### config.mk
export PLATFORM = sky130hd
export DESIGN_NAME = acc_alu
export DESIGN_NICKNAME = d
export VERILOG_FILES = /design/src/rtl/acc_alu_pkg.sv /design/src/rtl/acc_alu_addsub.sv /design/src/rtl/acc_alu_logic.sv /design/src/rtl/acc_alu_shift.sv /design/src/rtl/acc_alu.sv
export SDC_FILE = /design/constraint.sdc
export NUM_CORES = 1
export LEC_CHECK = 0
export BUFFER_PORTS_ARGS = -buffer_cell sky130_fd_sc_hd__buf_2
export CORE_ASPECT_RATIO = 2
export CORE_MARGIN = 3
export CORE_UTILIZATION = 60
export DETAILED_ROUTE_END_ITERATION = 12
export GPL_TIMING_DRIVEN = 0
export PLACE_DENSITY = 0.87
export RECOVER_POWER = 25
export SYNTH_ARGS = -nofsm -noshare
export SYNTH_HDL_FRONTEND = slang
export SYNTH_SLANG_ARGS = --single-unit
### constraint.sdc
create_clock -name vclk -period 15.6
set_clock_uncertainty 0.1 [all_clocks]
set_input_delay 3.12 -clock vclk [all_inputs]
set_output_delay 3.12 -clock vclk [all_outputs]
set_load 0.005 [all_outputs]
### src/rtl/acc_alu_pkg.sv
package acc_alu_pkg;

   typedef enum logic [3:0] {
      OP_ADD  = 4'd0,
      OP_SUB  = 4'd1,
      OP_AND  = 4'd2,
      OP_OR   = 4'd3,
      OP_XOR  = 4'd4,
      OP_ASL  = 4'd5,
      OP_LSR  = 4'd6,
      OP_ROL  = 4'd7,
      OP_ROR  = 4'd8,
      OP_BIT  = 4'd9,
      OP_CMP  = 4'd10,
      OP_INC  = 4'd11,
      OP_DEC  = 4'd12,
      OP_PASS = 4'd13,
      OP_RSV0 = 4'd14,
      OP_RSV1 = 4'd15
   } alu_op_e;

   // which outputs an operation is allowed to update
   typedef struct packed {
      logic res;
      logic n;
      logic v;
      logic z;
      logic c;
   } upd_mask_t;

   // selects inside the logic unit
   localparam logic [1:0] LOG_AND = 2'd0;
   localparam logic [1:0] LOG_OR  = 2'd1;
   localparam logic [1:0] LOG_XOR = 2'd2;

   // selects inside the shift unit
   localparam logic [1:0] SH_ASL = 2'd0;
   localparam logic [1:0] SH_LSR = 2'd1;
   localparam logic [1:0] SH_ROL = 2'd2;
   localparam logic [1:0] SH_ROR = 2'd3;

endpackage

### src/rtl/acc_alu_addsub.sv
module acc_alu_addsub #(
   parameter int W      = 8,
   parameter bit RIPPLE = 1'b0
) (
   input  logic [W-1:0] a,
   input  logic [W-1:0] b,
   input  logic         inv_b,
   input  logic         cin,
   output logic [W-1:0] sum,
   output logic         cout,
   output logic         ovf
);

   localparam int MSB = W - 1;

   logic [W-1:0] b_eff;

   assign b_eff = inv_b ? ~b : b;

   generate
      if (RIPPLE) begin : g_ripple
         logic [W:0] cy;
         assign cy[0] = cin;
         for (genvar i = 0; i < W; i++) begin : g_bit
            assign sum[i]  = a[i] ^ b_eff[i] ^ cy[i];
            assign cy[i+1] = (a[i] & b_eff[i]) | (cy[i] & (a[i] ^ b_eff[i]));
         end
         assign cout = cy[W];
      end else begin : g_infer
         logic [W:0] wide;
         assign wide = {1'b0, a} + {1'b0, b_eff} + {{W{1'b0}}, cin};
         assign sum  = wide[W-1:0];
         assign cout = wide[W];
      end
   endgenerate

   // same-sign addends, result sign flipped
   assign ovf = (a[MSB] == b_eff[MSB]) & (sum[MSB] != a[MSB]);

endmodule

### src/rtl/acc_alu_logic.sv
module acc_alu_logic
   import acc_alu_pkg::*;
#(
   parameter int W = 8
) (
   input  logic [1:0]   sel,
   input  logic [W-1:0] a,
   input  logic [W-1:0] b,
   output logic [W-1:0] y
);

   always_comb begin
      unique case (sel)
         LOG_OR:  y = a | b;
         LOG_XOR: y = a ^ b;
         default: y = a & b;
      endcase
   end

endmodule

### src/rtl/acc_alu_shift.sv
module acc_alu_shift
   import acc_alu_pkg::*;
#(
   parameter int W = 8
) (
   input  logic [1:0]   sel,
   input  logic [W-1:0] a,
   input  logic         cin,
   output logic [W-1:0] y,
   output logic         cout
);

   localparam int MSB = W - 1;

   always_comb begin
      unique case (sel)
         SH_ASL: begin
            y    = {a[MSB-1:0], 1'b0};
            cout = a[MSB];
         end
         SH_LSR: begin
            y    = {1'b0, a[MSB:1]};
            cout = a[0];
         end
         SH_ROL: begin
            y    = {a[MSB-1:0], cin};
            cout = a[MSB];
         end
         default: begin
            y    = {cin, a[MSB:1]};
            cout = a[0];
         end
      endcase
   end

endmodule

### src/rtl/acc_alu.sv
module acc_alu
   import acc_alu_pkg::*;
#(
   parameter int W      = 8,
   parameter bit RIPPLE = 1'b0
) (
   input  logic [3:0]   op_sel,
   input  logic [W-1:0] reg_opnd,
   input  logic [W-1:0] mem_opnd,
   input  logic         carry_in,
   output logic [W-1:0] result,
   output logic         result_we,
   output logic         flag_n,
   output logic         flag_n_we,
   output logic         flag_v,
   output logic         flag_v_we,
   output logic         flag_z,
   output logic         flag_z_we,
   output logic         flag_c,
   output logic         flag_c_we
);

   localparam int MSB = W - 1;

   generate
      if (W < 2) begin : g_bad_width
         $error("acc_alu: W must be at least 2 (bit test reads two top bits)");
      end
   endgenerate

   alu_op_e      op;
   upd_mask_t    mask;
   logic [W-1:0] arith_b;
   logic         arith_inv;
   logic         arith_cin;
   logic [W-1:0] arith_sum;
   logic         arith_cout;
   logic         arith_ovf;
   logic [1:0]   log_sel;
   logic [W-1:0] log_y;
   logic [1:0]   sh_sel;
   logic [W-1:0] sh_y;
   logic         sh_cout;
   logic [W-1:0] value;
   logic         n_raw;
   logic         v_raw;
   logic         c_raw;

   assign op = alu_op_e'(op_sel);

   // operand preparation for the shared adder
   always_comb begin
      arith_b   = mem_opnd;
      arith_inv = 1'b0;
      arith_cin = carry_in;
      unique case (op)
         OP_SUB: arith_inv = 1'b1;
         OP_CMP: begin
            arith_inv = 1'b1;
            arith_cin = 1'b1;
         end
         OP_INC: begin
            arith_b   = '0;
            arith_cin = 1'b1;
         end
         OP_DEC: begin
            arith_b   = '0;
            arith_inv = 1'b1;
            arith_cin = 1'b0;
         end
         default: ;
      endcase
   end

   acc_alu_addsub #(.W(W), .RIPPLE(RIPPLE)) u_addsub (
      .a     (reg_opnd),
      .b     (arith_b),
      .inv_b (arith_inv),
      .cin   (arith_cin),
      .sum   (arith_sum),
      .cout  (arith_cout),
      .ovf   (arith_ovf)
   );

   always_comb begin
      unique case (op)
         OP_OR:   log_sel = LOG_OR;
         OP_XOR:  log_sel = LOG_XOR;
         default: log_sel = LOG_AND;
      endcase
   end

   acc_alu_logic #(.W(W)) u_logic (
      .sel (log_sel),
      .a   (reg_opnd),
      .b   (mem_opnd),
      .y   (log_y)
   );

   always_comb begin
      unique case (op)
         OP_LSR:  sh_sel = SH_LSR;
         OP_ROL:  sh_sel = SH_ROL;
         OP_ROR:  sh_sel = SH_ROR;
         default: sh_sel = SH_ASL;
      endcase
   end

   acc_alu_shift #(.W(W)) u_shift (
      .sel  (sh_sel),
      .a    (reg_opnd),
      .cin  (carry_in),
      .y    (sh_y),
      .cout (sh_cout)
   );

   // value select and update mask per operation
   always_comb begin
      value = '0;
      mask  = '0;
      c_raw = 1'b0;
      unique case (op)
         OP_ADD, OP_SUB: begin
            value = arith_sum;
            c_raw = arith_cout;
            mask  = '{res: 1'b1, n: 1'b1, v: 1'b1, z: 1'b1, c: 1'b1};
         end
         OP_AND, OP_OR, OP_XOR: begin
            value = log_y;
            mask  = '{res: 1'b1, n: 1'b1, v: 1'b0, z: 1'b1, c: 1'b0};
         end
         OP_ASL, OP_LSR, OP_ROL, OP_ROR: begin
            value = sh_y;
            c_raw = sh_cout;
            mask  = '{res: 1'b1, n: 1'b1, v: 1'b0, z: 1'b1, c: 1'b1};
         end
         OP_BIT: begin
            value = log_y;
            mask  = '{res: 1'b0, n: 1'b1, v: 1'b1, z: 1'b1, c: 1'b0};
         end
         OP_CMP: begin
            value = arith_sum;
            c_raw = arith_cout;
            mask  = '{res: 1'b0, n: 1'b1, v: 1'b0, z: 1'b1, c: 1'b1};
         end
         OP_INC, OP_DEC: begin
            value = arith_sum;
            mask  = '{res: 1'b1, n: 1'b1, v: 1'b0, z: 1'b1, c: 1'b0};
         end
         OP_PASS: begin
            value = mem_opnd;
            mask  = '{res: 1'b1, n: 1'b1, v: 1'b0, z: 1'b1, c: 1'b0};
         end
         default: ;
      endcase
   end

   // bit test takes N and V straight from the memory operand
   assign n_raw = (op == OP_BIT) ? mem_opnd[MSB]   : value[MSB];
   assign v_raw = (op == OP_BIT) ? mem_opnd[MSB-1] : arith_ovf;

   assign result    = mask.res ? value : '0;
   assign result_we = mask.res;
   assign flag_n    = mask.n & n_raw;
   assign flag_n_we = mask.n;
   assign flag_v    = mask.v & v_raw;
   assign flag_v_we = mask.v;
   assign flag_z    = mask.z & (value == '0);
   assign flag_z_we = mask.z;
   assign flag_c    = mask.c & c_raw;
   assign flag_c_we = mask.c;

endmodule

Yosys cells after proc, flatten, opt, wreduce, memory -nomap -nowiden
Cells that the tools add are included.

Flip-flop bits (word level): 0.

Add/subtract/negate cells: 2. Equal/unequal tests: 19. Muxes and demuxes: 15. Bitwise gates (word level): 9. Reduce and logical (&&, ||, !) cells: 13.

Operator list (number): one-hot mux 8 bit (4 select lines) (1); one-hot mux 5 bit (5 select lines) (1); equality test 4 bit, second input constant (6); two-way mux 8 bit (3); one-hot mux 8 bit (3 select lines) (1); equality test 4 x 3 -> 1 bit, second input constant (4); one-hot mux 8 bit (2 select lines) (1); adder 8 x 8 -> 9 bit (1); adder 9 x 1 -> 9 bit (1); bitwise AND 8 bit (1); equality test 4 x 2 -> 1 bit, second input constant (2); zero test 8 bit (1); inverter 8 bit (1); OR 8 bit (1); OR reduction 2 bit (4); OR reduction 4 bit (2); bitwise XOR 8 bit (1); one-hot mux 2 bit (3 select lines) (1); OR reduction 3 bit (2); OR reduction 6 bit (1); bitwise AND 1 bit (5); OR reduction 5 bit (1); equality test 2 x 1 -> 1 bit, second input constant (2); equality test 2 bit, second input constant (2); 8 further kinds (12).

Logic depth before layout (Yosys ltp)
Gate-level depths: netlist (run 1).

Word-level depth: 11. Depth in mapped cells: 14. Mapped depth without buffers: 12.

Hierarchy
From an unflattened synthesis (run 1), not the netlist that was laid out.

Cell total of the unflattened synthesis: 286. Area total of the unflattened synthesis: 2014.4 µm².

Modules (own cells, without submodules): acc_alu (instances 1, cells an instance 142, area each 920.9 µm², sequential area each 0.0 µm²); acc_alu_logic (instances 1, cells an instance 70, area each 481.7 µm², sequential area each 0.0 µm²); acc_alu_addsub (instances 1, cells an instance 60, area each 473.0 µm², sequential area each 0.0 µm²); acc_alu_shift (instances 1, cells an instance 14, area each 138.9 µm², sequential area each 0.0 µm²).

Least setup slack after synthesis (run 1)
OpenSTA, ideal clock, no wires.

Path type: input-to-output. Start point: in op_sel[0]. End point: out flag_z. Data arrival time: 6145 ps. Path slack: 6235 ps. Stages: 13. Buffers on the path: 2. Cell sequence: buf_2 clkbuf_8 nor3_1 o21ai_0 a21boi_0 fa_1 fa_1 a211o_1 a21o_1 a21oi_1 xnor2_1 a211o_2 and4b_1.

Cells in the longest elaborated chain, start to end: 10.

Ends and longest elaborated chain: start, declared (RTL line acc_alu.sv:7) `input logic [3:0] op_sel,`; equality test 4 bit (RTL line acc_alu.sv:56, acc_alu.sv:122); OR reduction 2 bit (no source line); two-way mux 8 bit (RTL line acc_alu.sv:56) `unique case (op)`; inverter 8 bit (RTL line acc_alu_addsub.sv:18) `assign b_eff = inv_b ? ~b : b;`; two-way mux 8 bit (RTL line acc_alu_addsub.sv:18); adder 8 x 8 -> 9 bit (RTL line acc_alu_addsub.sv:31) `assign wide = {1'b0, a} + {1'b0, b_eff} + {{W{1'b0}}, cin};`; adder 9 x 1 -> 9 bit (RTL line acc_alu_addsub.sv:31); one-hot mux 8 bit (4 select lines) (RTL line acc_alu.sv:122) `unique case (op)`; zero test 8 bit (RTL line acc_alu.sv:168) `assign flag_z = mask.z & (value == '0);`; bitwise AND 1 bit * (RTL line acc_alu.sv:168); end, declared (RTL line acc_alu.sv:17) `output logic flag_z,`.

Mark *: on every way between the ends. The rest lies on a longest branch, timed or not.

Worst setup path in the final report (run 1)
Start point: in op_sel[1]. End point: out flag_z.

The elaborated chain is that of the path after synthesis.

==> results of run 1 <==
-- metal layers --
metal	GRT usage, %	vias to the layer above	part of all wire (%)
li1	-	1010	-
met1	42.0	1018	34
met2	60.9	150	52
met3	2.94	35	7.7
met4	15.3	0	5.9
met5	0	-	0
-- tightest hold or removal path, delay by kind of cell --
kind / cells / cell delay (ps)
buffers and inverters: 2 / 250
and+or+nand+nor: 1 / 100
AOI/OAI and AO/OA: 1 / 40
-- synthesized netlist by cell type (4+ instances only) --
library cell | n | area (um^2)
sky130_fd_sc_hd__nand2_1 | 15 | 56.3
sky130_fd_sc_hd__a22oi_1 | 20 | 150
sky130_fd_sc_hd__and2_1 | 8 | 50.1
sky130_fd_sc_hd__inv_1 | 36 | 135
sky130_fd_sc_hd__o22ai_1 | 6 | 37.5
sky130_fd_sc_hd__nor2_1 | 18 | 67.6
sky130_fd_sc_hd__a211oi_1 | 7 | 52.6
sky130_fd_sc_hd__ha_1 | 26 | 325
sky130_fd_sc_hd__a211o_1 | 5 | 43.8
sky130_fd_sc_hd__xnor2_1 | 4 | 35.0
sky130_fd_sc_hd__o21ai_0 | 15 | 75.1
sky130_fd_sc_hd__nand3_1 | 4 | 20.0
sky130_fd_sc_hd__mux4_2 | 7 | 158
sky130_fd_sc_hd__a21oi_1 | 12 | 60.1
-- metrics by stage --
step | hold WS, ps | instance area [um^2]
detailed placement | 6530 | 2130
CTS | 6530 | 2130
floorplan | 6270 | 1900
global route | 6560 | 2120
finish | 6530 | 2120
global placement | 6520 | 2130
-- power breakdown --
group          internal, mW  leakage (nW)  total, mW  switching, mW
logic                0.0377          1.04     0.0841         0.0463
registers                 0             0          0              0
clock network             0             0          0              0
total                0.0377          1.04     0.0841         0.0463
-- cell families after synthesis --
| kind of cell | count (synthesis) | share of synthesized area, % |
|---|---|---|
| and+or+nand+nor | 66 | 18.6 |
| buffers and inverters | 54 | 15.3 |
| AOI/OAI and AO/OA | 91 | 34.9 |
| xor gates and xnor gates | 6 | 3.16 |
| adders and majority gates | 28 | 19.2 |
| muxes | 8 | 8.81 |
-- area by class of cell --
cell class	instances	area share, %
plain buffers	18	7.31
inverters	36	6.36
multi-input cells	199	75.9
well taps	30	1.77
repair buffers	37	8.66
-- worst max-delay path by stage --
| stage | startpoint | end | slack (ps) |
|---|---|---|---|
| after global routing | op_sel[1] | flag_z | 5160 |
| after CTS | op_sel[0] | flag_z | 5430 |
| after global placement | op_sel[0] | flag_z | 5510 |
| after floorplan | op_sel[0] | flag_z | 6240 |
| after detailed placement | op_sel[0] | flag_z | 5440 |
| final | op_sel[1] | flag_z | 5330 |
==> metrics.txt, run 1 <==
# TYPE chip_impl_metric gauge
chip_impl_info{name="min_path_type",value="input pin to primary output"} 1
chip_impl_metric{name="initial_antenna_violation_count",unit=""} 0
chip_impl_metric{name="critPathBufInv",unit=""} 3
chip_impl_metric{name="globalplace.congestion",unit=""} 1.01
chip_impl_metric{name="n_fill_cell",unit=""} 268
chip_impl_metric{name="setup_viol_count_final",unit=""} 0
chip_impl_metric{name="totalNegativeSetupSlack",unit="ps"} 0
chip_impl_metric{name="grt_start_max_net_pins",unit=""} 11
chip_impl_metric{name="cap_violations",unit=""} 0
chip_impl_metric{name="initial_core_utilization",unit="%"} 63.2
chip_impl_info{name="crit_path_leading_delay_family",value="simple AND/OR/NAND/NOR gates"} 1
chip_impl_metric{name="detail_route.wirelength",unit="um"} 6340
chip_impl_info{name="rsz0062_at_grt",value="no"} 1
chip_impl_info{name="sort_of_element_at_the_end_of_the_critical_path",value="primary output"} 1
chip_impl_metric{name="synth-seq-area-share",unit="%"} 0
chip_impl_metric{name="max_stage_delay",unit="ps"} 570
chip_impl_metric{name="cts_hold_repair.buffers",unit=""} 0
chip_impl_metric{name="power.total",unit="mW"} 0.0841
chip_impl_metric{name="critical_path_cell_count",unit=""} 14
chip_impl_metric{name="drive_above_1_share",unit="%"} 24.8
chip_impl_metric{name="arrival_time_at_the_worst_endpoint",unit="ps"} 7050
chip_impl_metric{name="crit_path_max_fanout",unit=""} 10
chip_impl_metric{name="vias_per_cell",unit=""} 6.92
chip_impl_metric{name="gr-usage-all-layers",unit="%"} 35.2
chip_impl_metric{name="ys_types",unit=""} 62
chip_impl_info{name="mostFrequentLayoutCells",value="38 x sky130_fd_sc_hd__buf_2, 36 x sky130_fd_sc_hd__inv_1, 26 x sky130_fd_sc_hd__ha_1"} 1
chip_impl_metric{name="power_density",unit="mW/mm^2"} 39.6
chip_impl_metric{name="drtAntennaViolNets",unit=""} 0
chip_impl_info{name="hold_start",value="mem_opnd[7]"} 1
chip_impl_metric{name="layout_worst_path_cycle_share",unit="%"} 65.8
chip_impl_metric{name="worst-endpoint-required",unit="ps"} 12380
chip_impl_metric{name="via_count",unit=""} 2213
chip_impl_metric{name="detailedRoute.firstIterationViolations",unit=""} 118
chip_impl_metric{name="detail_route.first_pass.iterations",unit=""} 5
chip_impl_metric{name="register_area",unit="um^2"} 0
chip_impl_metric{name="grt_pass1_wl",unit="um"} 10600
chip_impl_metric{name="multi_input_area",unit="mm^2"} 0.00161
chip_impl_metric{name="slew-limit-headroom",unit="%"} 40.5
chip_impl_metric{name="fin_ws",unit="ps"} 5330
chip_impl_metric{name="grt_pass1_vias",unit=""} 2145
chip_impl_metric{name="report.final.hold_viol_count",unit=""} 0
chip_impl_metric{name="dieWidth",unit="um"} 45.8
chip_impl_metric{name="stdcell_count",unit=""} 320
chip_impl_metric{name="detailed_place_hpwl",unit="um"} 4970
chip_impl_metric{name="design.core.area",unit="mm^2"} 0.00301
chip_impl_metric{name="layout.nets",unit=""} 341
chip_impl_metric{name="report.final.slew_viol_count",unit=""} 0
chip_impl_metric{name="timing_worst_slew_pin_value",unit="ps"} 886
chip_impl_metric{name="flops_and_latches",unit=""} 0
chip_impl_metric{name="avgRoutedWirePerCell",unit="um"} 19.8
chip_impl_metric{name="cts-resized-gates",unit=""} 0
chip_impl_metric{name="yosys_warnings",unit=""} 0
chip_impl_metric{name="die-height",unit="um"} 85.6
chip_impl_metric{name="hold_crit_depth",unit=""} 4
chip_impl_metric{name="syn_to_final_growth",unit="%"} 11.6
chip_impl_metric{name="max_freq",unit="GHz"} 0.0973
chip_impl_metric{name="vdd_ir_drop_max",unit="mV"} 0.0232
chip_impl_metric{name="clockBufferCount",unit=""} 0
chip_impl_metric{name="post_synth_instance_area",unit="mm^2"} 0.00190
chip_impl_metric{name="rows",unit=""} 28
chip_impl_metric{name="leakagePower",unit="nW"} 1.04
chip_impl_metric{name="postSynthCellCount",unit=""} 253
chip_impl_info{name="cpMaxStageDelayCell",value="sky130_fd_sc_hd__nor2b_1"} 1
chip_impl_metric{name="fin_util",unit="%"} 70.5
chip_impl_metric{name="gr-total-overflow",unit=""} 0
chip_impl_metric{name="dpl.cell_count",unit=""} 320
chip_impl_metric{name="io_buffer_count",unit=""} 37
chip_impl_metric{name="fp.dieArea",unit="mm^2"} 0.00392
chip_impl_info{name="layout_commonest_cell",value="sky130_fd_sc_hd__buf_2"} 1
chip_impl_metric{name="syn-num-nets",unit=""} 302
chip_impl_metric{name="final_routed_drc_violation_total",unit=""} 0
chip_impl_metric{name="floorplan.io_pins",unit=""} 38
chip_impl_metric{name="antenna_cells_inserted",unit=""} 0
chip_impl_metric{name="syn_area_per_cell",unit="um^2"} 7.52
chip_impl_info{name="hold-path-endpoint",value="flag_n"} 1
chip_impl_info{name="timing.critical_path.cells",value="clkbuf_1 > clkbuf_1 > nor2b_1 > nand2_1 > mux4_2 > nand2_1 > ha_1 > a211o_1 > o21ai_0 > xnor2_1 > a211o_2 > nor4_1 > and4b_1 > buf_2"} 1
chip_impl_metric{name="post-cts-setup-buffers",unit=""} 0
chip_impl_info{name="run_status",value="complete, no violations"} 1
chip_impl_metric{name="post-place-ws",unit="ps"} 5440
chip_impl_metric{name="final.min_clock_period",unit="ps"} 10270
chip_impl_info{name="timing.critical_path.from_type",value="input pin"} 1
chip_impl_info{name="timing_worst_setup_path_type",value="input pin to primary output"} 1
(Power assumes the default switching activity.)
==> run 2, diff against run 1 <==
--- a/config.mk
+++ b/config.mk
@@ -5,13 +5,14 @@
 export SDC_FILE = /design/constraint.sdc
 export NUM_CORES = 1
 export LEC_CHECK = 0
+export ABC_AREA = 1
 export BUFFER_PORTS_ARGS = -buffer_cell sky130_fd_sc_hd__buf_2
 export CORE_ASPECT_RATIO = 2
 export CORE_MARGIN = 3
-export CORE_UTILIZATION = 60
+export CORE_UTILIZATION = 58
 export DETAILED_ROUTE_END_ITERATION = 12
 export GPL_TIMING_DRIVEN = 0
-export PLACE_DENSITY = 0.87
+export PLACE_DENSITY = 0.86
 export RECOVER_POWER = 25
 export SYNTH_ARGS = -nofsm -noshare
 export SYNTH_HDL_FRONTEND = slang
==> constraint.sdc (replaced) <==
create_clock -name vclk -period 9.5
set_clock_uncertainty 0.1 [all_clocks]
set_input_delay 1.9 -clock vclk [all_inputs]
set_output_delay 1.9 -clock vclk [all_outputs]
set_load 0.005 [all_outputs]
==> metrics.txt, run 2 <==
# TYPE chip_impl_metric gauge
chip_impl_metric{name="grt_util_met2",unit="%"} 53.7
chip_impl_metric{name="post-cts-setup-buffers",unit=""} 0
chip_impl_metric{name="fp.dieArea",unit="mm^2"} 0.00360
chip_impl_metric{name="post_synth_instance_area",unit="mm^2"} 0.00167
chip_impl_metric{name="synth_xor_xnor_area_share",unit="%"} 4.72
chip_impl_metric{name="grt_pass1_wl",unit="um"} 7850
chip_impl_metric{name="drtAntennaViolNets",unit=""} 0
chip_impl_metric{name="slew-limit-headroom",unit="%"} 24.4
chip_impl_info{name="run_status",value="complete, no violations"} 1
chip_impl_metric{name="design.core.area",unit="mm^2"} 0.00264
chip_impl_info{name="timing_worst_setup_path_type",value="input pin to primary output"} 1
chip_impl_metric{name="power_density",unit="mW/mm^2"} 62.6
chip_impl_metric{name="synth-seq-area-share",unit="%"} 0
chip_impl_info{name="min_path_type",value="input pin to primary output"} 1
chip_impl_metric{name="via_count",unit=""} 1986
chip_impl_metric{name="final_routed_drc_violation_total",unit=""} 0
chip_impl_metric{name="synth_simple_gate_area_share",unit="%"} 52.1
chip_impl_metric{name="leakagePower",unit="nW"} 1.20
chip_impl_metric{name="final_area",unit="mm^2"} 0.00187
chip_impl_info{name="post_synth_main_area_contributors",value="sky130_fd_sc_hd__nand2_1 24%, sky130_fd_sc_hd__ha_1 19%, sky130_fd_sc_hd__inv_1 11%"} 1
chip_impl_metric{name="io_buffer_count",unit=""} 38
chip_impl_metric{name="drive_above_1_share",unit="%"} 16.6
chip_impl_info{name="netlist_top_cells_count",value="106 x sky130_fd_sc_hd__nand2_1, 50 x sky130_fd_sc_hd__inv_1, 40 x sky130_fd_sc_hd__nor2_1"} 1
chip_impl_metric{name="power.clock.fraction",unit="%"} 0
chip_impl_metric{name="dieWidth",unit="um"} 43.9
chip_impl_metric{name="detailedRoute.firstIterationViolations",unit=""} 45
chip_impl_metric{name="hold_crit_depth",unit=""} 4
chip_impl_metric{name="dpl.cell_count",unit=""} 378
chip_impl_info{name="rsz0062_at_grt",value="no"} 1
chip_impl_metric{name="final.min_clock_period",unit="ps"} 6980
chip_impl_metric{name="die-height",unit="um"} 81.9
chip_impl_metric{name="floorplan.io_pins",unit=""} 38
chip_impl_metric{name="register_area",unit="um^2"} 0
chip_impl_info{name="synthDominantAreaCellType",value="sky130_fd_sc_hd__nand2_1"} 1
chip_impl_metric{name="timing_worst_slew_pin_value",unit="ps"} 1130
chip_impl_metric{name="cap_violations",unit=""} 0
chip_impl_metric{name="syn_to_final_growth",unit="%"} 11.8
chip_impl_metric{name="gr-usage-all-layers",unit="%"} 27.7
chip_impl_metric{name="synth.area.mux_share",unit="%"} 0
chip_impl_metric{name="flops_and_latches",unit=""} 0
chip_impl_metric{name="cts_hold_repair.buffers",unit=""} 0
chip_impl_info{name="timing.critical_path.from_type",value="input pin"} 1
chip_impl_metric{name="setup_viol_count_final",unit=""} 0
chip_impl_info{name="mostFrequentLayoutCells",value="107 x sky130_fd_sc_hd__nand2_1, 50 x sky130_fd_sc_hd__inv_1, 41 x sky130_fd_sc_hd__nor2_1"} 1
chip_impl_info{name="hold-path-endpoint",value="flag_n"} 1
chip_impl_metric{name="gr-total-overflow",unit=""} 0
chip_impl_metric{name="post_synthesis_share_of_cell_area_spent_on_full_adders_half_adders_and_majority_gates",unit="%"} 21.9
chip_impl_metric{name="gr-usage-met3",unit="%"} 1.32
chip_impl_metric{name="sequentialPowerShare",unit="%"} 0
chip_impl_metric{name="grt_pass1_vias",unit=""} 1838
chip_impl_metric{name="antenna_cells_inserted",unit=""} 0
chip_impl_metric{name="clockBufferCount",unit=""} 0
chip_impl_metric{name="worst-endpoint-required",unit="ps"} 7500
chip_impl_metric{name="report.final.slew_viol_count",unit=""} 0
chip_impl_metric{name="detailed_place_hpwl",unit="um"} 3870
chip_impl_metric{name="stdcell_count",unit=""} 378
chip_impl_metric{name="syn-num-nets",unit=""} 361
chip_impl_metric{name="crit_path_max_fanout",unit=""} 8
chip_impl_metric{name="internal_power",unit="mW"} 0.0439
chip_impl_metric{name="cts-resized-gates",unit=""} 0
chip_impl_metric{name="net_switching_power",unit="mW"} 0.0728
chip_impl_metric{name="grt_start_max_net_pins",unit=""} 11
chip_impl_metric{name="vdd_ir_drop_max",unit="mV"} 0.0361
chip_impl_metric{name="syn_area_per_cell",unit="um^2"} 5.35
chip_impl_info{name="grt.busiest_layer",value="met2"} 1
chip_impl_metric{name="p_comb_share",unit="%"} 100.0
chip_impl_metric{name="globalplace.congestion",unit=""} 0.865
chip_impl_metric{name="layout_worst_path_cycle_share",unit="%"} 73.5
chip_impl_info{name="synth_top_family_by_area",value="simple AND/OR/NAND/NOR gates"} 1
chip_impl_metric{name="switching_share",unit="%"} 62.4
chip_impl_metric{name="arrival_time_at_the_worst_endpoint",unit="ps"} 4980
chip_impl_metric{name="synth.top_cell.area_share",unit="%"} 23.8
chip_impl_metric{name="power.total",unit="mW"} 0.117
chip_impl_metric{name="fin_util",unit="%"} 70.8
chip_impl_metric{name="detail_route.first_pass.iterations",unit=""} 5
chip_impl_metric{name="postSynthCellCount",unit=""} 312
chip_impl_metric{name="initial_antenna_violation_count",unit=""} 0
chip_impl_metric{name="report.final.hold_viol_count",unit=""} 0
chip_impl_metric{name="vias_per_cell",unit=""} 5.25
chip_impl_metric{name="yosys_warnings",unit=""} 0
chip_impl_metric{name="avgRoutedWirePerCell",unit="um"} 12.5
chip_impl_metric{name="postPlaceCellArea",unit="mm^2"} 0.00189
chip_impl_info{name="hold_start",value="mem_opnd[7]"} 1
chip_impl_metric{name="rows",unit=""} 26
chip_impl_metric{name="totalNegativeSetupSlack",unit="ps"} 0
chip_impl_metric{name="ys_types",unit=""} 28
chip_impl_info{name="sort_of_element_at_the_end_of_the_critical_path",value="primary output"} 1
chip_impl_info{name="layout_commonest_cell",value="sky130_fd_sc_hd__nand2_1"} 1
chip_impl_metric{name="layout.nets",unit=""} 401
chip_impl_metric{name="detail_route.wirelength",unit="um"} 4720
chip_impl_info{name="yosysMostFrequentCell",value="sky130_fd_sc_hd__nand2_1"} 1
chip_impl_metric{name="grt.met1_usage",unit="%"} 30.0
chip_impl_metric{name="max_freq",unit="GHz"} 0.143
chip_impl_metric{name="synth_compound_gate_area_share",unit="%"} 8.47
chip_impl_metric{name="initial_core_utilization",unit="%"} 63.3
==> run 2: kinds of logic (layout without fill, tap and decap cells) <==
kind of cell / after synthesis / after routing
buffers and inverters: 55 / 93
XOR/XNOR: 9 / 9
adder cells (fa/ha/maj): 28 / 28
AND/OR/NAND/NOR: 193 / 193
AO/OA/AOI/OAI: 27 / 27
==> run 2: worst max-delay path by stage <==
stage / start / to / slack (ps) / depth (start not counted)
CTS: op_sel[3] / flag_z / 2600 / 15
floorplan: op_sel[0] / flag_z / 3310 / 14
global placement: op_sel[0] / flag_z / 2680 / 15
finish: op_sel[3] / flag_z / 2520 / 15
detailed placement: op_sel[0] / flag_z / 2600 / 15
global route: op_sel[2] / flag_z / 2310 / 18
==> run 2: layout make-up <==
class / instances / area, um^2
Buffer: 3 / 16.3
Inverter: 52 / 198
Tap cell: 28 / 35.0
Timing Repair Buffer: 38 / 190
Fill cell: 279 / 769
Multi-Input combinational cell: 257 / 1430
==> run 2: layer usage <==
metal / vias up / part of all wire [%] / wire length, um
met3: 12 / 3.5 / 163
met5: - / 0 / 0
met2: 53 / 54 / 2540
li1: 1049 / - / -
met1: 872 / 39 / 1860
met4: 0 / 3.2 / 152
==> run 2: metrics by stage <==
step                setup WS, ps  hold slack, ps
floorplan                   3310            3820
global placement            2680            4050
detailed placement          2600            4050
CTS                         2600            4060
global route                2310            4100
finish                      2520            4060
==> run 2: power groups by stage <==
stage	clock [mW]	sequential, mW	combinational (mW)
global route	0	0	0.134
floorplan	0	0	0.0808
detailed placement	0	0	0.117
finish	0	0	0.117
global placement	0	0	0.115
CTS	0	0	0.117
==> run 2: worst max-delay path, cell delays in order <==
cell and delay, ps:
sky130_fd_sc_hd__buf_2 130, sky130_fd_sc_hd__nor2_1 270, sky130_fd_sc_hd__a21oi_1 120, sky130_fd_sc_hd__nand2_1 450, sky130_fd_sc_hd__xor2_1 180, sky130_fd_sc_hd__fa_1 480
sky130_fd_sc_hd__fa_1 470, sky130_fd_sc_hd__nand4_1 190, sky130_fd_sc_hd__nand4_1 100, sky130_fd_sc_hd__nand3_1 120, sky130_fd_sc_hd__nand2_1 70, sky130_fd_sc_hd__nor2_1 190
sky130_fd_sc_hd__nand3_1 110, sky130_fd_sc_hd__nor2_1 100, sky130_fd_sc_hd__buf_2 120
==> run 3, diff against run 2 <==
--- a/config.mk
+++ b/config.mk
@@ -5,11 +5,11 @@
 export SDC_FILE = /design/constraint.sdc
 export NUM_CORES = 1
 export LEC_CHECK = 0
-export ABC_AREA = 1
+export ABC_AREA = 0
 export BUFFER_PORTS_ARGS = -buffer_cell sky130_fd_sc_hd__buf_2
 export CORE_ASPECT_RATIO = 2
 export CORE_MARGIN = 3
-export CORE_UTILIZATION = 58
+export CORE_UTILIZATION = 59
 export DETAILED_ROUTE_END_ITERATION = 12
 export GPL_TIMING_DRIVEN = 0
 export PLACE_DENSITY = 0.86
==> constraint.sdc (replaced) <==
create_clock -name vclk -period 7
set_clock_uncertainty 0.1 [all_clocks]
set_input_delay 1.4 -clock vclk [all_inputs]
set_output_delay 1.4 -clock vclk [all_outputs]
set_load 0.005 [all_outputs]
==> metrics.txt, run 3 (synthesis gave the netlist of run 1 again) <==
# TYPE chip_impl_metric gauge
chip_impl_metric{name="dieWidth",unit="um"} 46.2
chip_impl_metric{name="report.final.slew_viol_count",unit=""} 0
chip_impl_metric{name="detailedRoute.firstIterationViolations",unit=""} 113
chip_impl_metric{name="drive_above_1_share",unit="%"} 25.2
chip_impl_metric{name="power_density",unit="mW/mm^2"} 87.7
chip_impl_metric{name="crit_path_max_fanout",unit=""} 10
chip_impl_metric{name="cap_violations",unit=""} 0
chip_impl_info{name="rsz0062_at_grt",value="no"} 1
chip_impl_info{name="timing_worst_setup_path_type",value="input pin to primary output"} 1
chip_impl_metric{name="switching_share",unit="%"} 55.1
chip_impl_info{name="cpMaxStageDelayCell",value="sky130_fd_sc_hd__mux4_2"} 1
chip_impl_metric{name="detail_route.wirelength",unit="um"} 6240
chip_impl_metric{name="antenna_cells_inserted",unit=""} 0
chip_impl_metric{name="avgRoutedWirePerCell",unit="um"} 19.5
chip_impl_info{name="min_path_type",value="input pin to primary output"} 1
chip_impl_metric{name="initial_core_utilization",unit="%"} 63.2
chip_impl_metric{name="worst-endpoint-required",unit="ps"} 5500
chip_impl_metric{name="io_buffer_count",unit=""} 37
chip_impl_metric{name="critPathBufInv",unit=""} 3
chip_impl_metric{name="arrival_time_at_the_worst_endpoint",unit="ps"} 5260
chip_impl_metric{name="grt_pass1_vias",unit=""} 2098
chip_impl_metric{name="die-height",unit="um"} 86.3
chip_impl_metric{name="totalNegativeSetupSlack",unit="ps"} 0
chip_impl_metric{name="via_count",unit=""} 2198
chip_impl_info{name="timing.critical_path.from_type",value="input pin"} 1
chip_impl_metric{name="report.final.hold_viol_count",unit=""} 0
chip_impl_info{name="crit_path_leading_delay_family",value="simple AND/OR/NAND/NOR gates"} 1
chip_impl_metric{name="flops_and_latches",unit=""} 0
chip_impl_info{name="mostFrequentLayoutCells",value="38 x sky130_fd_sc_hd__buf_2, 36 x sky130_fd_sc_hd__inv_1, 26 x sky130_fd_sc_hd__ha_1"} 1
chip_impl_metric{name="gr-total-overflow",unit=""} 0
chip_impl_metric{name="final_routed_drc_violation_total",unit=""} 0
chip_impl_metric{name="p_comb_share",unit="%"} 100.0
chip_impl_metric{name="rows",unit=""} 28
chip_impl_metric{name="layout.nets",unit=""} 341
chip_impl_metric{name="layout_worst_path_cycle_share",unit="%"} 96.5
chip_impl_metric{name="net_switching_power",unit="mW"} 0.103
chip_impl_metric{name="final.min_clock_period",unit="ps"} 6760
chip_impl_info{name="sort_of_element_at_the_end_of_the_critical_path",value="primary output"} 1
chip_impl_info{name="timing.critical_path.cells",value="clkbuf_1 > buf_2 > nor2b_1 > nand2_1 > mux4_2 > nand2_1 > ha_1 > and2_1 > a221o_1 > a31oi_2 > xnor2_2 > a2111oi_2 > and4b_1 > buf_2"} 1
chip_impl_metric{name="vdd_ir_drop_max",unit="mV"} 0.0636
chip_impl_metric{name="clockBufferCount",unit=""} 0
chip_impl_metric{name="detail_route.first_pass.iterations",unit=""} 5
chip_impl_metric{name="post-cts-setup-buffers",unit=""} 0
chip_impl_metric{name="initial_antenna_violation_count",unit=""} 0
chip_impl_metric{name="cts_hold_repair.buffers",unit=""} 0
chip_impl_metric{name="design.core.area",unit="mm^2"} 0.00301
chip_impl_metric{name="fp.dieArea",unit="mm^2"} 0.00398
chip_impl_metric{name="detailed_place_hpwl",unit="um"} 5020
chip_impl_metric{name="internal_power",unit="mW"} 0.0837
chip_impl_metric{name="drtAntennaViolNets",unit=""} 0
chip_impl_metric{name="power.clock.fraction",unit="%"} 0
chip_impl_metric{name="floorplan.io_pins",unit=""} 38
chip_impl_metric{name="vias_per_cell",unit=""} 6.87
chip_impl_metric{name="syn_to_final_growth",unit="%"} 11.8
chip_impl_metric{name="holdWs",unit="ps"} 3110
chip_impl_metric{name="max_stage_delay",unit="ps"} 540
chip_impl_metric{name="sequentialPowerShare",unit="%"} 0
chip_impl_metric{name="slew-limit-headroom",unit="%"} 55.1
chip_impl_metric{name="register_area",unit="um^2"} 0
chip_impl_metric{name="gr-usage-all-layers",unit="%"} 33.4
chip_impl_info{name="run_status",value="complete, no violations"} 1
chip_impl_metric{name="timing_worst_slew_pin_value",unit="ps"} 674
chip_impl_metric{name="grt_start_max_net_pins",unit=""} 11
chip_impl_metric{name="leakagePower",unit="nW"} 1.04
chip_impl_info{name="layout_commonest_cell",value="sky130_fd_sc_hd__buf_2"} 1
chip_impl_metric{name="globalplace.congestion",unit=""} 0.991
chip_impl_metric{name="grt_pass1_wl",unit="um"} 10100
chip_impl_metric{name="setup_viol_count_final",unit=""} 0
chip_impl_metric{name="max_freq",unit="GHz"} 0.148
==> run 3: what timing repair did <==
item                                   in CTS  in global routing
gates resized for setup                     0                  1
endpoints found under the hold margin       0                  0
setup endpoints to repair                   0                  1
==> run 3: final cells by class <==
type	count	area, um^2
fillers	287	885
plain buffers	18	156
multi-input cells	199	1620
inverters	36	135
repair buffers	37	183
well taps	30	37.5
==> run 3: tightest hold or removal path, stage by stage <==
cell	delay, ps
sky130_fd_sc_hd__buf_2	130
sky130_fd_sc_hd__nor2_1	60
sky130_fd_sc_hd__a21oi_1	100
sky130_fd_sc_hd__buf_2	120
==> run 3: path summary, 6_finish.rpt <==
path	startpoint	to	slack, ps	cells past startpoint
setup / recovery	op_sel[1]	flag_z	240	14
hold / removal	mem_opnd[7]	flag_n	3110	4
==> run 3: metrics by stage <==
stage               power, mW  setup slack (ps)  util (%)  cells  area, um^2
floorplan               0.127              1080         -    253        1900
global placement        0.178               324      70.6    320        2130
detailed placement      0.183               248      70.6    320        2130
CTS                     0.184               249      70.6    320        2130
global route            0.204              75.9      70.6    320        2130
finish                  0.187               244      70.6    320        2130
==> run 3: power groups by stage <==
stage,clock network [mW],logic [mW],registers [mW]
after floorplan,0,0.127,0
after global placement,0,0.178,0
after detailed placement,0,0.183,0
after CTS,0,0.184,0
after global routing,0,0.204,0
final,0,0.187,0
==> run 3: routing by layer <==
metal | GRT usage, % | up-vias | wire length (um)
met3 | 3.12 | 37 | 392
met1 | 37.8 | 1025 | 2210
met4 | 16.6 | 0 | 355
met5 | 0 | - | 0
met2 | 58.2 | 130 | 3290
li1 | - | 1006 | -
